### src/rtl/scan_rb_pkg.sv
`timescale 1ns/1ps
// Shared definitions for the selector-memory read-back scanner.
// Assumes the stream runs from the highest slice down, each word MSB first.
package scan_rb_pkg;
    localparam int SLICES_DEF = 69;
    localparam int WORD_W_DEF = 7;

    typedef enum logic [1:0] {
        OP_IDLE  = 2'd0,
        OP_LOAD  = 2'd1,
        OP_SHIFT = 2'd2
    } scan_op_e;

    // Register position of (slice, bit). The register is shifted out from its
    // top end, so stream index i = TOTAL-1-position.
    function automatic int reg_pos(input int slice, input int bit_i, input int word_w);
        return slice * word_w + bit_i;
    endfunction
endpackage

### src/rtl/scan_rb_decode.sv
`timescale 1ns/1ps
// Decodes the mode pins into one operation for each serial-clock edge.
// Assumes the mode pins are already stable with respect to clk.
module scan_rb_decode
    import scan_rb_pkg::*;
(
    input  logic     serial_mode,
    input  logic     scan_en,
    output scan_op_e op
);
    // Pick the operation: nothing happens outside serial mode.
    always_comb begin
        if (!serial_mode)  op = OP_IDLE;
        else if (scan_en)  op = OP_SHIFT;
        else               op = OP_LOAD;
    end
endmodule

### src/rtl/scan_rb_order.sv
`timescale 1ns/1ps
// Places each stored word bit at the register position that gives the
// stream order (top slice first, MSB first). Purely combinational.
module scan_rb_order
    import scan_rb_pkg::*;
#(
    parameter int SLICES = SLICES_DEF,
    parameter int WORD_W = WORD_W_DEF,
    localparam int TOTAL = SLICES * WORD_W
) (
    input  logic [TOTAL-1:0] words,
    output logic [TOTAL-1:0] load_vec
);
    for (genvar s = 0; s < SLICES; s++) begin : g_slice
        for (genvar b = 0; b < WORD_W; b++) begin : g_bit
            // Route word bit b of slice s to its stream slot.
            assign load_vec[reg_pos(s, b, WORD_W)] = words[s*WORD_W + b];
        end
    end
endmodule

### src/rtl/scan_rb_shifter.sv
`timescale 1ns/1ps
// Scan register: parallel capture, shift toward the top, zero fill.
// Assumes op is decoded from pins that are synchronous to clk.
module scan_rb_shifter
    import scan_rb_pkg::*;
#(
    parameter int TOTAL = SLICES_DEF * WORD_W_DEF
) (
    input  logic             clk,
    input  logic             rst_n,
    input  scan_op_e         op,
    input  logic [TOTAL-1:0] load_vec,
    output logic             head_bit
);
    logic [TOTAL-1:0] shreg;

    // Capture all slices at once, or move the stream on by one bit.
    always_ff @(posedge clk) begin
        if (!rst_n)                shreg <= '0;
        else if (op == OP_LOAD)    shreg <= load_vec;
        else if (op == OP_SHIFT)   shreg <= {shreg[TOTAL-2:0], 1'b0};
    end

    assign head_bit = shreg[TOTAL-1];
endmodule

### src/rtl/scan_rb_count.sv
`timescale 1ns/1ps
// Counts the bits still to be presented; marks the stream live while nonzero.
// Assumes a capture always restarts the full count.
module scan_rb_count
    import scan_rb_pkg::*;
#(
    parameter int TOTAL = SLICES_DEF * WORD_W_DEF,
    localparam int CNT_W = $clog2(TOTAL + 1)
) (
    input  logic             clk,
    input  logic             rst_n,
    input  scan_op_e         op,
    output logic [CNT_W-1:0] remaining,
    output logic             live
);
    // Reload on capture; count down on each shift until empty.
    always_ff @(posedge clk) begin
        if (!rst_n)                                   remaining <= '0;
        else if (op == OP_LOAD)                       remaining <= CNT_W'(TOTAL);
        else if (op == OP_SHIFT && remaining != '0)   remaining <= remaining - 1'b1;
    end

    assign live = (remaining != '0);
endmodule

### src/rtl/scan_readback_top.sv
`timescale 1ns/1ps
// Selector-memory read-back scanner. Captures every slice word on one
// serial-clock edge, then presents them serially: top slice first, MSB
// first, and 0 after the last bit. Assumes all inputs are synchronous to clk.
module scan_readback_top
    import scan_rb_pkg::*;
#(
    parameter int SLICES = SLICES_DEF,
    parameter int WORD_W = WORD_W_DEF,
    localparam int TOTAL = SLICES * WORD_W,
    localparam int CNT_W = $clog2(TOTAL + 1)
) (
    input  logic             clk,
    input  logic             rst_n,
    input  logic             serial_mode,
    input  logic             scan_en,
    input  logic [TOTAL-1:0] latch_words,
    output logic             sdout
);
    scan_op_e         op;
    logic [TOTAL-1:0] load_vec;
    logic             head_bit;
    logic [CNT_W-1:0] remaining;
    logic             live;

    scan_rb_decode dec_i (
        .serial_mode (serial_mode),
        .scan_en     (scan_en),
        .op          (op)
    );

    scan_rb_order #(.SLICES(SLICES), .WORD_W(WORD_W)) ord_i (
        .words    (latch_words),
        .load_vec (load_vec)
    );

    scan_rb_shifter #(.TOTAL(TOTAL)) shf_i (
        .clk      (clk),
        .rst_n    (rst_n),
        .op       (op),
        .load_vec (load_vec),
        .head_bit (head_bit)
    );

    scan_rb_count #(.TOTAL(TOTAL)) cnt_i (
        .clk       (clk),
        .rst_n     (rst_n),
        .op        (op),
        .remaining (remaining),
        .live      (live)
    );

    // Present the head bit only while captured bits remain.
    assign sdout = head_bit & live;
endmodule

### config.mk
export PLATFORM = sky130hd
export DESIGN_NAME = scan_readback_top
export DESIGN_NICKNAME = d
export VERILOG_FILES = /design/src/rtl/scan_rb_pkg.sv /design/src/rtl/scan_rb_decode.sv /design/src/rtl/scan_rb_order.sv /design/src/rtl/scan_rb_shifter.sv /design/src/rtl/scan_rb_count.sv /design/src/rtl/scan_readback_top.sv
export SDC_FILE = /design/constraint.sdc
export NUM_CORES = 1
export LEC_CHECK = 0
export ABC_AREA = 0
export CORE_MARGIN = 10
export CORE_UTILIZATION = 50
export DETAILED_ROUTE_END_ITERATION = 16
export DONT_BUFFER_PORTS = 1
export PLACE_DENSITY = 0.76
export SYNTH_ARGS = -nofsm -noshare
export SYNTH_HDL_FRONTEND = slang
export SYNTH_HIERARCHICAL = 1
export SYNTH_SLANG_ARGS = --single-unit
export TNS_END_PERCENT = 100
### constraint.sdc
create_clock -name clk -period 2.31 [get_ports clk]
set_input_delay 0.3465 -clock clk [delete_from_list [all_inputs] [get_ports clk]]
set_output_delay 0.3465 -clock clk [all_outputs]
set_load 0.02 [all_outputs]
==> results.json <==
{
  "status": "complete, but fails checks",
  "violations": "setup timing",
  "fin_crit_sh_pct": 101.4,
  "yosysWarnings": 6,
  "finalNonFillerCells": 3419,
  "cts_tree": "done",
  "grt_pass1_vias": 20492,
  "cap_violations": 0,
  "ir_worst_vdd_uv": 539.4,
  "fill_cells": 4527,
  "skew_ns": 0.01180,
  "netlist_area_mm2": 0.03059,
  "dp_cells": 2844,
  "num_rows": 90,
  "syn_nets": 3179,
  "critPathRequiredTime_ns": 1.96,
  "ioPinCount": 488,
  "end_kind": "primary output",
  "nNetsFinal": 3065,
  "ys_seq_elements": 492,
  "wl_met2_um": 40320,
  "clockBufferDepth": 3,
  "worstPathArrival_ns": 2.00,
  "htreeDepth": 2,
  "synthFlopType": "dfxtp_1",
  "initial_utilization_pct": 50.59,
  "numCtsBuffers": 54,
  "vias": 19055,
  "relSlewSlack_pct": 40.86,
  "die_y_um": 267.4,
  "worstMarginPinSlew_ns": 0.8841,
  "design_area_mm2": 0.03370,
  "grt_max_degree": 226,
  "layout-drive-gt1-share_pct": 23.55,
  "dp_hpwl_um": 44420,
  "power_density_mw_per_mm2": 703.3,
  "drc": 0,
  "crit_path_max_fanout": 2,
  "root_buffer": "clkbuf_16",
  "grt_pass1_wl_um": 118300,
  "crit_type": "reg2out",
  "regArea_mm2": 0.009854,
  "dpl_worst_slack_ns": 0.1635,
  "clkSlewWorstSetupHoldPaths_ns": 0.06,
  "multi_input_area_mm2": 0.01561,
  "drt-met1-wl_um": 30220,
  "startpoint_type": "flip-flop",
  "wl_per_cell_um": 22.59,
  "hold_viol": 0,
  "gp_congestion": 0.7741,
  "setup_violations": 1,
  "finalMaxSlewViolations": 0,
  "routed_via_density": 5.573,
  "holdWs_ns": 0.04108,
  "area_growth_pct": 10.16,
  "port_buffers": 0,
  "dr_wl_met3_um": 3678,
  "wl_um": 77250,
  "avgSynthCellArea_um2": 11.37,
  "async_reset_ff_share_pct": 0,
  "hold_path.class": "in2reg",
  "clk_latency_ns": 0.58,
  "synth.distinct_cells": 42,
  "cts.sinks": 492,
  "antenna_found_initial": 23,
  "finalPower_mw": 23.70,
  "drt_pass1_iterations": 5,
  "placed_cell_area_mm2": 0.02730,
  "ant_nets": 0,
  "synth_cells": 2690,
  "overflow": 0,
  "min_period_ns": 2.342,
  "rsz0062_at_grt": "true",
  "fmax_ghz": 0.4270,
  "drt_iter0_markers": 1134,
  "grt.total_usage_pct": 20.56,
  "core_area_mm2": 0.06047,
  "die_w_um": 267.4,
  "synth_edf_count": 0,
  "cellLeakagePower_nw": 18.56,
  "top_layer": "met4",
  "die_area_mm2": 0.07148,
  "worst_slack_ns": -0.03175,
  "yosysSeqAreaShare_pct": 32.20
}
## registers in the layout, summed over array words and instances, names as in the netlist
| register | cells |
|---|---|
| cnt_i/remaining | 9 |
| shf_i/shreg | 483 |
## final timing paths
check                                   startpoint                  to  slack (ns)  cells past startpoint
worst max-delay path            cnt_i/remaining[1]               sdout       -0.03                      5
worst min register to register      shf_i/shreg[0]      shf_i/shreg[0]        0.51                      2
worst min-delay path                latch_words[8]      shf_i/shreg[8]        0.04                      2
worst max register to register  cnt_i/remaining[1]  cnt_i/remaining[7]        0.27                      7
## per-stage QoR
stage / TNS (ns) / utilization [%]
after global routing: -0.08976 / 55.71
after floorplan: 0 / -
final: -0.03175 / 55.73
after global placement: 0 / 45.14
after detailed placement: 0 / 45.14
after CTS: -0.06860 / 55.61
## cell usage after synthesis (2+ instances only)
library cell / instances / area, um^2
ha_1: 2 / 25.02
and2b_2: 2 / 17.52
dfxtp_1: 492 / 9849
buf_2: 56 / 280.3
or4_1: 2 / 15.01
buf_4: 484 / 3633
mux2_1: 40 / 450.4
or2b_1: 301 / 2260
o211a_1: 482 / 4825
buf_12: 23 / 460.4
o211ai_1: 2 / 15.01
clkbuf_1: 101 / 379.1
nor3_1: 4 / 20.02
nand2_1: 2 / 7.510
nor2_1: 5 / 18.77
mux2_2: 13 / 146.4
o21ai_0: 3 / 15.01
xor2_1: 2 / 17.52
a211oi_1: 4 / 30.03
mux2_4: 429 / 6441
inv_1: 5 / 18.77
nand2b_1: 182 / 1139
buf_6: 33 / 371.6
a21oi_1: 2 / 10.01
a311oi_1: 2 / 17.52
## cell type report
cell class,instances,area share [%]
Tap cell,782,2.904
Multi-Input combinational cell,1493,46.33
Inverter,5,0.06312
Timing Repair Buffer,530,16.33
Clock inverter,13,0.3305
Clock buffer,78,4.608
Sequential cell,492,29.24
Antenna cell,26,0.1931
## cells in the final DEF (no fill, tap or decap), types with 2 or more instances in the layout
| cell | instances |
|---|---|
| a211oi_1 | 4 |
| a21oi_1 | 2 |
| a311oi_1 | 2 |
| and2b_2 | 2 |
| buf_12 | 29 |
| buf_16 | 2 |
| buf_4 | 51 |
| clkbuf_1 | 14 |
| clkbuf_16 | 55 |
| clkbuf_8 | 9 |
| clkinv_2 | 7 |
| clkinv_4 | 2 |
| dfxtp_1 | 490 |
| diode_2 | 26 |
| dlygate4sd3_1 | 448 |
| ha_4 | 2 |
| inv_1 | 3 |
| inv_6 | 2 |
| mux2_1 | 40 |
| mux2_2 | 13 |
| mux2_4 | 429 |
| nand2_1 | 2 |
| nand2b_1 | 182 |
| nor2_1 | 5 |
| nor3_1 | 4 |
| o211a_1 | 482 |
| o211ai_1 | 2 |
| o21ai_0 | 3 |
| or2b_1 | 301 |
| xor2_1 | 2 |
## power breakdown
group	leakage [nW]	switching (mW)	total (mW)	internal [mW]
combinational	13.7	2.06	5.46	3.40
clock	0.824	3.58	8.34	4.75
sequential	4.07	0.522	9.90	9.38
## worst max-delay path, stage by stage (launching register included)
cell and delay (ns):
dfxtp_2 0.33, inv_2 0.07, ha_4 0.12, or4b_4 0.46, or2_4 0.26, and2_4 0.18
## kinds of logic (layout without fill, tap and decap cells)
kind of cell / after synthesis / in the layout / synth area share (%)
simple gates: 509 / 509 / 11.62
fa+ha+maj: 2 / 2 / 0.08179
xor+xnor: 2 / 2 / 0.05727
buf+inv: 705 / 626 / 16.89
compound gates: 498 / 498 / 16.14
mux: 482 / 482 / 23.01
other cells: 0 / 26 / 0
flops: 492 / 492 / 32.20
## layer usage
layer	GRT usage (%)	up-vias
li1	-	8748
met1	22.64	9548
met2	37.49	587
met3	3.825	172
met4	9.857	0
met5	0	-
## repair_timing
item / in CTS / in global routing
hold buffers: 453 / 0
resized for setup: 12 / 1
setup buffers: 5 / 0
hold endpoints to repair: 463 / 0
setup endpoints to repair: 1 / 1
pin swaps: 2 / 0
No activity file was read; power rests on OpenSTA's default activity.
